**src/rtl/refsel_pkg.sv**
```systemverilog
// Shared types for the reference selection controller.
package refsel_pkg;
    typedef enum logic [1:0] {
        MODE_NORMAL = 2'b00,
        MODE_SHORT  = 2'b01,
        MODE_AUTO   = 2'b10
    } mode_t;
endpackage

```
**src/rtl/refsel_sync.sv**
```systemverilog
// Multi-flop synchroniser for one asynchronous level.
// Assumes the input is a slow level; the output is STAGES cycles late.
module refsel_sync #(
    parameter int STAGES = 2
) (
    input  logic clk,
    input  logic rst_n,
    input  logic d,
    output logic q
);
    logic [STAGES-1:0] chain;

    generate
        for (genvar g = 0; g < STAGES; g++) begin : g_stage
            if (g == 0) begin : g_first
                // Purpose: capture the raw level in the first stage.
                always_ff @(posedge clk) begin
                    if (!rst_n) chain[0] <= 1'b0;
                    else        chain[0] <= d;
                end
            end else begin : g_next
                // Purpose: pass the level on through later stages.
                always_ff @(posedge clk) begin
                    if (!rst_n) chain[g] <= 1'b0;
                    else        chain[g] <= chain[g-1];
                end
            end
        end
    endgenerate

    assign q = chain[STAGES-1];
endmodule

```
**src/rtl/refsel_fsm.sv**
```systemverilog
// Mode sequencer: finds edges on the synchronised select level, runs the
// Normal / Short Holdover / Auto Holdover states, picks the reference and
// gates the smoothing enable. Assumes sel_lvl is already synchronised.
module refsel_fsm
    import refsel_pkg::*;
#(
    parameter int SHORT_CYC = 1024
) (
    input  logic  clk,
    input  logic  rst_n,
    input  logic  sel_lvl,
    input  logic  ref_valid,
    input  logic  en_pin,
    output mode_t mode,
    output logic  ref_idx,
    output logic  smooth_en,
    output logic  snap_req
);
    localparam int CW = (SHORT_CYC > 1) ? $clog2(SHORT_CYC) : 1;
    localparam logic [CW-1:0] CNT_LAST = CW'(SHORT_CYC - 1);

    logic          sel_last;
    logic          sel_edge;
    logic [CW-1:0] cnt, cnt_n;
    mode_t         mode_n;
    logic          ref_n;

    assign sel_edge = sel_lvl ^ sel_last;

    // Purpose: remember the previous synchronised select level.
    always_ff @(posedge clk) begin
        if (!rst_n) sel_last <= 1'b0;
        else        sel_last <= sel_lvl;
    end

    // Purpose: work out the next mode, counter and reference.
    always_comb begin
        mode_n = mode;
        cnt_n  = cnt;
        ref_n  = ref_idx;
        unique case (mode)
            MODE_NORMAL: begin
                if (sel_edge) begin
                    mode_n = MODE_SHORT;
                    cnt_n  = '0;
                end else if (!ref_valid) begin
                    mode_n = MODE_AUTO;
                end
            end
            MODE_SHORT: begin
                if (sel_edge) begin
                    cnt_n = '0;
                end else if (cnt == CNT_LAST) begin
                    mode_n = MODE_NORMAL;
                    ref_n  = sel_lvl;
                end else begin
                    cnt_n = cnt + 1'b1;
                end
            end
            MODE_AUTO: begin
                if (sel_edge) begin
                    mode_n = MODE_SHORT;
                    cnt_n  = '0;
                end else if (ref_valid) begin
                    mode_n = MODE_NORMAL;
                end
            end
            default: mode_n = MODE_NORMAL;
        endcase
    end

    // Purpose: register the state and the snapshot pulse.
    always_ff @(posedge clk) begin
        if (!rst_n) begin
            mode     <= MODE_NORMAL;
            cnt      <= '0;
            ref_idx  <= 1'b0;
            snap_req <= 1'b0;
        end else begin
            mode     <= mode_n;
            cnt      <= cnt_n;
            ref_idx  <= ref_n;
            snap_req <= (mode == MODE_NORMAL) && (mode_n != MODE_NORMAL);
        end
    end

    // Purpose: force smoothing off during a reference switch.
    always_comb smooth_en = en_pin && (mode != MODE_SHORT);

    assert_edge_to_short_R3: assert property (@(posedge clk) disable iff (!rst_n)
        sel_edge |=> mode == MODE_SHORT);

    assert_ref_change_R2: assert property (@(posedge clk) disable iff (!rst_n)
        (ref_idx != $past(ref_idx)) |-> ($past(mode) == MODE_SHORT && mode == MODE_NORMAL));

    assert_invalid_auto_R8: assert property (@(posedge clk) disable iff (!rst_n)
        (mode == MODE_NORMAL && !sel_edge && !ref_valid) |=> mode == MODE_AUTO);

    assert_snap_entry_R9: assert property (@(posedge clk) disable iff (!rst_n)
        snap_req |-> (mode != MODE_NORMAL && $past(mode) == MODE_NORMAL));

    assert_legal_mode_R3: assert property (@(posedge clk) disable iff (!rst_n)
        mode != 2'b11);
endmodule

```
**src/rtl/refsel_history.sv**
```systemverilog
// Frequency history: shifts in a word on each tick and latches entry LAG
// when a snapshot is requested. Assumes ticks are much slower than clk.
module refsel_history #(
    parameter int FW    = 16,
    parameter int DEPTH = 4,
    parameter int LAG   = 2
) (
    input  logic          clk,
    input  logic          rst_n,
    input  logic          tick,
    input  logic [FW-1:0] word_in,
    input  logic          snap,
    output logic [FW-1:0] hold_word
);
    logic [FW-1:0] hist [DEPTH];

    // Purpose: shift the history on each tick, newest word in entry 0.
    always_ff @(posedge clk) begin
        if (!rst_n) begin
            for (int i = 0; i < DEPTH; i++) hist[i] <= '0;
        end else if (tick) begin
            hist[0] <= word_in;
            for (int i = 1; i < DEPTH; i++) hist[i] <= hist[i-1];
        end
    end

    // Purpose: freeze the older entry as the holdover frequency.
    always_ff @(posedge clk) begin
        if (!rst_n)    hold_word <= '0;
        else if (snap) hold_word <= hist[LAG];
    end

    assert_hold_capture_R10: assert property (@(posedge clk) disable iff (!rst_n)
        $past(snap) |-> hold_word == $past(hist[LAG]));

    assert_hold_stable_R10: assert property (@(posedge clk) disable iff (!rst_n)
        !$past(snap) |-> $stable(hold_word));
endmodule

```
**src/rtl/refsel_ctrl.sv**
```systemverilog
// Top of the reference selection controller. Synchronises the select
// input, sequences the modes and keeps the holdover frequency history.
module refsel_ctrl
    import refsel_pkg::*;
#(
    parameter int FW        = 16,
    parameter int SHORT_CYC = 1024,
    parameter int HIST_LEN  = 4,
    parameter int LAG_IDX   = 2,
    parameter int SYNC_FF   = 2
) (
    input  logic          clk,
    input  logic          rst_n,
    input  logic          sel_in,
    input  logic          ref_valid,
    input  logic          smooth_en_pin,
    input  logic          hist_tick,
    input  logic [FW-1:0] freq_word,
    output logic          ref_idx,
    output logic [1:0]    mode,
    output logic          smooth_en,
    output logic          snap_req,
    output logic [FW-1:0] hold_word
);
    logic  sel_s;
    mode_t mode_i;

    refsel_sync #(.STAGES(SYNC_FF)) u_sync (
        .clk(clk), .rst_n(rst_n), .d(sel_in), .q(sel_s)
    );

    refsel_fsm #(.SHORT_CYC(SHORT_CYC)) u_fsm (
        .clk(clk), .rst_n(rst_n), .sel_lvl(sel_s), .ref_valid(ref_valid),
        .en_pin(smooth_en_pin), .mode(mode_i), .ref_idx(ref_idx),
        .smooth_en(smooth_en), .snap_req(snap_req)
    );

    refsel_history #(.FW(FW), .DEPTH(HIST_LEN), .LAG(LAG_IDX)) u_hist (
        .clk(clk), .rst_n(rst_n), .tick(hist_tick), .word_in(freq_word),
        .snap(snap_req), .hold_word(hold_word)
    );

    assign mode = mode_i;

    assert_short_no_en_R4: assert property (@(posedge clk) disable iff (!rst_n)
        (mode == 2'b01) |-> !smooth_en);

    assert_en_follows_R7: assert property (@(posedge clk) disable iff (!rst_n)
        (mode != 2'b01) |-> (smooth_en == smooth_en_pin));
endmodule

```
**config.mk**
```make
export PLATFORM = sky130hd
export DESIGN_NAME = refsel_ctrl
export DESIGN_NICKNAME = d
export VERILOG_FILES = /design/src/rtl/refsel_pkg.sv /design/src/rtl/refsel_sync.sv /design/src/rtl/refsel_fsm.sv /design/src/rtl/refsel_history.sv /design/src/rtl/refsel_ctrl.sv
export SDC_FILE = /design/constraint.sdc
export NUM_CORES = 1
export LEC_CHECK = 0
export ABC_AREA = 1
export BUFFER_PORTS_ARGS = -buffer_cell sky130_fd_sc_hd__buf_2
export CAP_MARGIN = 20
export CORE_UTILIZATION = 60
export DETAILED_ROUTE_END_ITERATION = 10
export GPL_TIMING_DRIVEN = 0
export HOLD_SLACK_MARGIN = 0.02
export PLACE_DENSITY = 0.94
export SLEW_MARGIN = 20
export SYNTH_ARGS = -nofsm -noshare
export SYNTH_HDL_FRONTEND = slang
export SYNTH_HIERARCHICAL = 1
export SYNTH_SLANG_ARGS = --single-unit
```
**constraint.sdc**
```tcl
create_clock -name clk -period 5.9 [get_ports clk]
set_input_delay 1.475 -clock clk [delete_from_list [all_inputs] [get_ports clk]]
set_output_delay 1.475 -clock clk [all_outputs]
set_load 0.01 [all_outputs]
```
==> results of run 1 <==
metrics by stage:
stage / total power (uW) / worst slack (ps) / instance area (um2)
final: 1230 / 2630 / 4200
after floorplan: 755 / 2670 / 3650
after global placement: 785 / 2210 / 3960
after CTS: 1240 / 2630 / 4200
after detailed placement: 795 / 2630 / 3980
after global routing: 1280 / 2620 / 4200
power groups by stage:
stage / Combinational (uW) / Clock [uW] / Sequential, uW
floorplan: 87.2 / 0 / 668
global placement: 121 / 0 / 664
detailed placement: 130 / 0 / 665
CTS: 131 / 460 / 652
global route: 147 / 481 / 655
finish: 131 / 450 / 652
routing by layer:
layer	vias up	share of wire	wire (um)
li1	1323	-	-
met1	1174	0.43	2620
met2	64	0.50	3060
met3	12	0.052	319
met4	0	0.018	113
met5	-	0	0
critical path, cell delays in order:
cell and delay (ps):
buf_2 80, inv_1 30, nor2_1 80, buf_2 130
kinds of logic (layout without fill, tap and decap cells):
group                      Yosys count  count (layout)
and+or+nand+nor                    213             213
buffers and inverters              101             160
DFF                                 81              81
AOI/OAI and AO/OA                    9               9
adders and majority gates            1               1
cells in the mapped netlist, types with 2 or more instances:
| library cell | n |
|---|---|
| nor2_1 | 85 |
| buf_6 | 3 |
| inv_2 | 2 |
| edfxtp_1 | 48 |
| buf_2 | 7 |
| nand3_2 | 3 |
| a21oi_1 | 6 |
| nor2_2 | 2 |
| nand2_2 | 6 |
| nor2_4 | 20 |
| nand4_1 | 2 |
| buf_12 | 2 |
| dfxtp_1 | 33 |
| nand2_1 | 72 |
| inv_1 | 84 |
| buf_4 | 3 |
| o21ai_0 | 2 |
| nand3_1 | 18 |
layout make-up:
type,count,area share
inverter,86,0.0768
buffer,15,0.0313
multi-input combinational,223,0.261
timing repair buffer,43,0.0548
clock buffer,9,0.0295
tap,75,0.0223
sequential,81,0.500
clock inverter,7,0.0244
sequential cells by signal, summed over array words and instances (netlist names):
| name | cells |
|---|---|
| u_sync/chain | 1 |
| u_fsm/ref_idx | 1 |
| u_hist/hold_word | 16 |
| u_fsm/cnt | 10 |
| u_fsm/mode | 2 |
| u_hist/hist | 48 |
| u_sync/q | 1 |
| u_fsm/snap_req | 1 |
| u_fsm/sel_last | 1 |
final timing paths:
| kind | startpoint | to | slack, ps |
|---|---|---|---|
| setup reg to reg | u_fsm/cnt[0] | u_fsm/ref_idx | 4090 |
| hold / removal | u_sync/chain[0] | u_sync/q | 440 |
| setup / recovery | smooth_en_pin | smooth_en | 2630 |
| hold reg to reg | u_sync/chain[0] | u_sync/q | 440 |
==> flow_metrics.py, run 1 <==
metrics = {
    "layout": {
        "fin_nets": 482,
        "n_fill_cell": 420,
        "drive_gt1_frac": 0.237,
        "n_antenna_cell": 0,
        "fin_util": 0.714,
        "seq_area_um2": 2100,
        "layout_commonest_cell": "nor2_1",
        "area_delta_synth_final_pct": 15.1,
        "final_cells": 539,
        "final_cell_mix": "85 x nor2_1, 84 x inv_1, 71 x nand2_1",
        "multi_input_area_um2": 1100,
    },
    "logic_synthesis": {
        "synth-xor-area-share": 0,
        "synth_largest_area_cell": "edfxtp_1",
        "synth-compound-area-share": 0.0134,
        "synth_simple_gate_area_frac": 0.283,
        "ys_async_sr_fraction": 0,
        "syn-mean-instance-area_um2": 9.01,
        "synth_edf_count": 48,
        "synthCells": 405,
        "ys_types": 25,
        "syn-num-nets": 428,
        "synthTopCellsByArea": "edfxtp_1 39%, dfxtp_1 18%, nor2_1 8.7%, inv_1 8.6%, nand2_1 7.4%",
        "yosysWarnings": 6,
        "syn_area_um2": 3650,
        "synth_top_family_by_area": "simple AND/OR/NAND/NOR gates",
        "synthMuxAreaShare": 0,
        "synth_fa_ha_area_frac": 0.00343,
        "synth_seq_cells": 81,
        "synth-seq-area-share": 0.576,
        "ys.flop_type": "edfxtp_1",
        "yosys.area.top_type_share": 0.395,
    },
    "global_route": {
        "use_met3": 0.0629,
        "grt_max_degree": 39,
        "grt_use_met2": 0.364,
        "grt.overflow.total": 0,
        "grt_pass1_wl_um": 10100,
        "antenna_found_initial": 0,
        "top_usage_layer": "met2",
        "grt_use_met1": 0.261,
        "grt_pass1_vias": 2340,
        "gr-usage-all-layers": 0.217,
    },
    "min_path": {
        "min_path_cells": 2,
        "min_path_type": "reg2reg",
    },
    "routing": {
        "wl_per_cell_um": 11.3,
        "final_antenna_net_count": 0,
        "routed_wl_um": 6110,
        "via_per_inst": 4.77,
        "drc": 0,
        "drt_pass1_iterations": 4,
        "vias": 2573,
        "drt_iter0_drc": 189,
    },
    "setup_path": {
        "worstSetupEndpointType": "primary output",
        "startpoint_type": "primary input",
        "path_class": "in2out",
        "r2r_cells": 8,
        "worst-path-max-fanout": 1,
        "cp.arrival_ps": 1790,
        "worstPathRequired_ps": 4430,
    },
    "pwr": {
        "combPwrFrac": 0.106,
        "irDropWorstVdd_uv": 293,
        "swShare": 0.247,
        "p_clk_frac": 0.365,
        "p_int_uw": 927,
        "seqPwrFrac": 0.529,
        "p_sw_uw": 305,
        "p_per_area_nw_per_um2": 293,
        "p_leak_uw": 0.00192,
    },
    "clock_tree": {
        "cts-hold-fix-buffers": 0,
        "htreeDepth": 3,
        "cts.sinks": 81,
        "tritoncts": "built",
        "cts_buffer_depth": 2,
        "cts_buffers": 9,
        "postCtsSetupRepairBufs": 0,
        "cts.clk_slew.worst_paths_ps": 80,
        "insertion_delay_ps": 360,
        "cts-resized-gates": 0,
        "cts_root_buf": "clkbuf_8",
    },
    "timing": {
        "rsz0062_at_grt": "false",
        "slew_violations": 0,
        "holdWs_ps": 441,
        "max-slew-margin-rel": 0.724,
        "setup_tns_ps": 0,
        "finalSetupViolations": 0,
        "min_period_ps": 3270,
        "fin_crit_sh": 0.553,
        "clock_skew_ps": 6.91,
        "clock.fmax_ghz": 0.306,
        "worst_slew_pin_slew_ps": 411,
        "hold_viol_final": 0,
    },
    "floorplan": {
        "ios": 43,
        "core-area_um2": 5890,
        "die_area_um2": 6400,
        "initial_core_util": 0.620,
        "fp-row-count": 28,
        "die_w_um": 80.0,
        "fp.dieH_um": 80.0,
    },
    "placed_design": {
        "dp_hpwl_um": 4310,
        "dp_cells": 523,
        "gp_congestion": 0.816,
        "port_buffers": 42,
    },
    "status": {
        "status": "finished clean",
    },
    "run": {
        "drv_cap": 0,
    },
}
No activity file was read; power rests on OpenSTA's default activity.
==> run 2: changes to the inputs <==
- ABC_AREA: 1 -> 0
- CORE_UTILIZATION: 60 -> 57
- PLACE_DENSITY: 0.94 -> 0.91
- clock period: 5.9 -> 3.3 ns (I/O delays scaled with it)
==> run 2 against run 1 <==
Effect of this change:
- combinational power grew 18%
- final area shrank 9.2%
- critical path depth is the same
- worst setup slack lost 1700 ps
- sequential cell count is the same
- critical path type is now reg2out
- sequential share of layout area grew 5.1 points
==> flow_metrics.py, run 2 <==
metrics = {
    "routing": {
        "wl_met2_um": 2730,
        "drt_iter0_drc": 148,
        "vias": 2180,
        "routed_wl_um": 5910,
        "drt_pass1_iterations": 4,
        "drc": 0,
        "via_per_inst": 5.60,
        "met1Wirelength_um": 2670,
        "wl_per_cell_um": 15.2,
        "final_antenna_net_count": 0,
        "dr.max_layer_used": "met4",
        "dr_wl_met3_um": 342,
    },
    "layout": {
        "area_delta_synth_final_pct": 15.9,
        "top_regs": "u_hist/hist x48, u_hist/hold_word x16, u_fsm/cnt x10",
        "final_cell_mix": "48 x and3_1, 48 x edfxtp_1, 43 x buf_2",
        "drive_gt1_frac": 0.240,
        "final_cells": 389,
        "n_fill_cell": 416,
        "n_antenna_cell": 0,
        "seq_area_um2": 2100,
        "max_flop_register": "u_hist/hist",
        "fin_nets": 335,
        "fin_util": 0.689,
        "multi_input_area_um2": 1070,
        "largest_reg_flops": 48,
    },
    "timing": {
        "slew_violations": 0,
        "worst_slew_pin_slew_ps": 635,
        "min_period_ps": 2340,
        "fin_crit_sh": 0.709,
        "setup_tns_ps": 0,
        "clock.fmax_ghz": 0.427,
        "clock_skew_ps": 8.06,
        "finalSetupViolations": 0,
        "max-slew-margin-rel": 0.577,
        "rsz0062_at_grt": "false",
        "setup_slack_ps": 959,
        "holdWs_ps": 442,
        "hold_viol_final": 0,
    },
    "global_route": {
        "antenna_found_initial": 0,
        "gr-usage-all-layers": 0.213,
        "grt_pass1_vias": 2064,
        "grt_pass1_wl_um": 9680,
        "grt.overflow.total": 0,
        "grt_max_degree": 26,
    },
    "logic_synthesis": {
        "synth_edf_count": 48,
        "synth_commonest_cells": "48 x and3_1, 48 x edfxtp_1, 33 x dfxtp_1",
        "ys.flop_type": "edfxtp_1",
        "syn-num-nets": 282,
        "synthTopCellsByArea": "edfxtp_1 44%, dfxtp_1 20%, and3_1 9.1%, mux2i_1 4.9%, nor2b_1 3.0%",
        "synth-seq-area-share": 0.638,
        "ys_types": 44,
        "syn_area_um2": 3290,
        "yosys.area.top_type_share": 0.438,
        "synthCells": 259,
        "syn-mean-instance-area_um2": 12.7,
        "ys_async_sr_fraction": 0,
        "synth_seq_cells": 81,
        "synth_largest_area_cell": "edfxtp_1",
        "yosysWarnings": 6,
    },
    "floorplan": {
        "initial_core_util": 0.595,
        "fp-row-count": 27,
        "die_w_um": 78.0,
        "core-area_um2": 5540,
        "fp.dieH_um": 78.0,
        "die_area_um2": 6090,
        "ios": 43,
    },
    "clock_tree": {
        "cts-resized-gates": 0,
        "postCtsSetupRepairBufs": 0,
        "cts.sinks": 81,
        "cts.clk_slew.worst_paths_ps": 80,
        "cts-hold-fix-buffers": 0,
        "cts_buffers": 9,
        "htreeDepth": 3,
        "insertion_delay_ps": 350,
        "cts_root_buf": "clkbuf_8",
        "cts_buffer_depth": 2,
        "tritoncts": "built",
    },
    "setup_path": {
        "worst-path-max-fanout": 9,
        "path_class": "reg2out",
        "worstPathRequired_ps": 2470,
        "cp.arrival_ps": 1520,
        "worstSetupEndpointType": "primary output",
        "startpoint_type": "flop",
    },
    "pwr": {
        "irDropWorstVdd_uv": 301,
        "p_leak_uw": 0.00162,
        "p_per_area_nw_per_um2": 526,
    },
    "status": {
        "status": "finished clean",
    },
    "placed_design": {
        "dp_hpwl_um": 4110,
        "port_buffers": 41,
        "dp_slack_ps": 1080,
        "gp_congestion": 0.926,
        "dp_cells": 373,
    },
    "run": {
        "drv_cap": 0,
    },
    "min_path": {
        "min_path_type": "reg2reg",
    },
}
[run 2: metal layers]
| metal | GRT usage | vias up |
|---|---|---|
| li1 | - | 1068 |
| met1 | 0.276 | 1011 |
| met2 | 0.324 | 88 |
| met3 | 0.0523 | 13 |
| met4 | 0.131 | 0 |
| met5 | 0 | - |
[run 2: kinds of logic (layout without fill, tap and decap cells)]
family          Yosys count  after routing  synth area share
simple gates            109            109             0.202
compound gates           29             29            0.0608
buf+inv                  21             79            0.0391
flops                    81             81             0.638
xor+xnor                  2              2           0.00760
mux                      16             16            0.0486
fa+ha+maj                 1              1           0.00380
[run 2: metrics by stage]
stage / instance area, um2 / power (uW)
floorplan: 3290 / 1270
global placement: 3590 / 1310
detailed placement: 3620 / 1320
CTS: 3820 / 2020
global route: 3820 / 2080
finish: 3820 / 2010
[run 2: final timing paths]
kind | startpoint | endpoint | slack, ps | cells after the start
setup / recovery | u_fsm/mode[0] | smooth_en | 960 | 4
hold / removal | u_sync/chain[0] | u_sync/q | 440 | 1
hold reg to reg | u_sync/chain[0] | u_sync/q | 440 | 1
setup reg to reg | u_fsm/cnt[0] | u_fsm/cnt[2] | 1340 | 5
[run 2: layout make-up]
cell class	count	area share
Buffer	19	0.0318
Clock buffer	12	0.0380
Clock inverter	4	0.0138
Inverter	2	0.00197
Multi-Input combinational cell	157	0.279
Sequential cell	81	0.551
Tap cell	72	0.0236
Timing Repair Buffer	42	0.0610
[run 2: worst max-delay path, cell delays in order (launching register included)]
cell	delay, ps
dfxtp_1	320
clkbuf_1	290
nand2b_1	220
and2_1	210
buf_2	130
[run 2: power by group]
part	total, uW	leakage [uW]	internal (uW)	switching, uW
clock	707	0.0000888	371	336
combinational	155	0.000734	69.1	85.7
sequential	1150	0.000795	1130	19.9
==> run 3: changes to the inputs <==
- CORE_UTILIZATION: 57 -> 51
- PLACE_DENSITY: 0.91 -> 0.87
- clock period: 3.3 -> 2 ns (I/O delays scaled with it)
==> run 3 against run 2 <==
Effect of this change:
- power rose by 60%
- register-to-register slack worse by 1200 ps
- core utilization decreased by 6.5 points
- worst hold slack worse by 120 ps
- non-clock buffer count fell by 2
- first-iteration DRC count grew 7.4%
- cell count rose by 0.26%
- count of clock-buffer cells in the layout fell by 2
- clock skew shrank 2.4 ps
- combinational power grew 59%
- clock power up 51%
- critical path type is now reg2reg
- critical endpoint is now u_fsm/cnt[7]
- largest cell class unchanged
==> flow_metrics.py, run 3 (synthesis gave the netlist of run 2 again) <==
metrics = {
    "routing": {
        "drt_pass1_iterations": 5,
        "via_per_inst": 5.53,
        "routed_wl_um": 5990,
        "drt_iter0_drc": 159,
        "final_antenna_net_count": 0,
        "vias": 2155,
        "drc": 0,
        "wl_per_cell_um": 15.4,
    },
    "setup_path": {
        "worst-path-max-fanout": 10,
        "path_class": "reg2reg",
        "path_cells": "ha_1 > nand3_2 > buf_6 > or4_4 > a31oi_1 > a211oi_1",
        "startpoint_type": "flop",
        "worstPathRequired_ps": 2230,
        "worstSetupEndpointType": "flop",
        "cp.arrival_ps": 2110,
        "slowest_stage": "or4_4",
        "slowest_delay_ps": 510,
    },
    "layout": {
        "final_cell_mix": "48 x and3_1, 48 x edfxtp_1, 43 x buf_2",
        "fin_util": 0.624,
        "final_cells": 390,
        "largest_reg_flops": 48,
        "n_fill_cell": 468,
        "area_delta_synth_final_pct": 14.8,
        "fin_nets": 333,
        "max_flop_register": "u_hist/hist",
        "top_regs": "u_hist/hist x48, u_hist/hold_word x16, u_fsm/cnt x10",
        "n_antenna_cell": 0,
        "fin_area_um2": 3780,
        "drive_gt1_frac": 0.251,
    },
    "pwr": {
        "p_per_area_nw_per_um2": 848,
        "p_leak_uw": 0.00160,
        "irDropWorstVdd_uv": 488,
    },
    "run": {
        "drv_cap": 0,
    },
    "clock_tree": {
        "htreeDepth": 3,
        "cts.clk_slew.worst_paths_ps": 80,
        "cts_buffers": 9,
        "insertion_delay_ps": 350,
        "cts_buffer_depth": 2,
        "tritoncts": "built",
        "cts_root_buf": "clkbuf_8",
        "cts.sinks": 81,
        "cts-hold-fix-buffers": 0,
    },
    "timing": {
        "min_period_ps": 1890,
        "slew_violations": 0,
        "worst_slew_pin_slew_ps": 610,
        "clock.fmax_ghz": 0.531,
        "fin_crit_sh": 0.943,
        "max-slew-margin-rel": 0.593,
        "finalSetupViolations": 0,
        "setup_slack_ps": 115,
        "rsz0062_at_grt": "false",
        "hold_viol_final": 0,
        "clock_skew_ps": 5.68,
    },
    "global_route": {
        "gr-usage-all-layers": 0.199,
        "grt_pass1_wl_um": 9580,
        "grt_max_degree": 49,
        "grt.overflow.total": 0,
        "grt_pass1_vias": 2046,
        "antenna_found_initial": 0,
    },
    "placed_design": {
        "dp_hpwl_um": 4100,
        "dp_cells": 375,
        "gp_congestion": 0.927,
        "dp_slack_ps": -62.7,
        "place_area_um2": 3600,
        "port_buffers": 41,
    },
    "floorplan": {
        "initial_core_util": 0.544,
        "core-area_um2": 6060,
        "fp.dieH_um": 82.4,
        "fp-row-count": 28,
        "ios": 43,
        "die_area_um2": 6780,
        "die_w_um": 82.4,
    },
    "status": {
        "status": "finished clean",
    },
    "min_path": {
        "min_path_type": "in2reg",
    },
}
## run 3: changes by cell type in the layout (fill, tap and decap cells not counted)
cell,delta
clkinv_4,+1
clkinvlp_4,+1
bufinv_16,-1
clkbuf_1,-3
nand2b_4,+1
dfxtp_1,-2
nand2b_2,-1
buf_16,-1
clkinv_2,+1
dfxtp_2,+2
## run 3: layer usage
layer	share of wire	vias to the layer above	routed length, um	GRT usage
met5	0	-	0	0
met3	0.070	20	417	0.0626
met2	0.48	97	2850	0.300
li1	-	1062	-	-
met4	0.030	0	177	0.133
met1	0.42	976	2550	0.244
## run 3: stage by stage
step / power [uW] / hold WS, ps / setup TNS [ps]
floorplan: 2090 / 412 / 0
global placement: 2160 / 423 / 0
detailed placement: 2180 / 428 / -2950
CTS: 3230 / 303 / 0
global route: 3340 / 322 / 0
finish: 3210 / 324 / 0
## run 3: layout make-up
cell class / instances / area [um2] / share of cell area
plain buffers: 18 / 118 / 0.0311
clock buffers: 10 / 138 / 0.0364
clock inverters: 6 / 43.8 / 0.0116
inverters: 2 / 7.51 / 0.00199
multi-input cells: 157 / 1070 / 0.283
flip-flops and latches: 81 / 2100 / 0.557
well taps: 75 / 93.8 / 0.0248
repair buffers: 41 / 205 / 0.0543
## run 3: path summary, 6_finish.rpt
kind	start	to	slack [ps]	cells after the start
setup / recovery	u_fsm/cnt[0]	u_fsm/cnt[7]	110	6
hold / removal	ref_valid	u_fsm/mode[1]	320	2
setup reg to reg	u_fsm/cnt[0]	u_fsm/cnt[7]	110	6
hold reg to reg	u_sync/chain[0]	u_sync/q	440	1
## run 3: power by group
group / total [uW] / internal (uW) / switching, uW
Sequential: 1890 / 1860 / 34.0
Clock: 1070 / 483 / 587
Combinational: 246 / 109 / 138
Total: 3210 / 2450 / 758
## run 3: critical path, delay by kind of cell, from the launching register on
family / cells / cell delay, ps
adders and majority gates: 1 / 220
AOI/OAI and AO/OA: 2 / 330
DFF: 1 / 400
and+or+nand+nor: 2 / 640
buffers and inverters: 1 / 170
## run 3: what timing repair did
item                       in CTS  in global routing
resized for setup               0                  2
setup endpoints to repair       1                  4
buffers inserted                0                  0
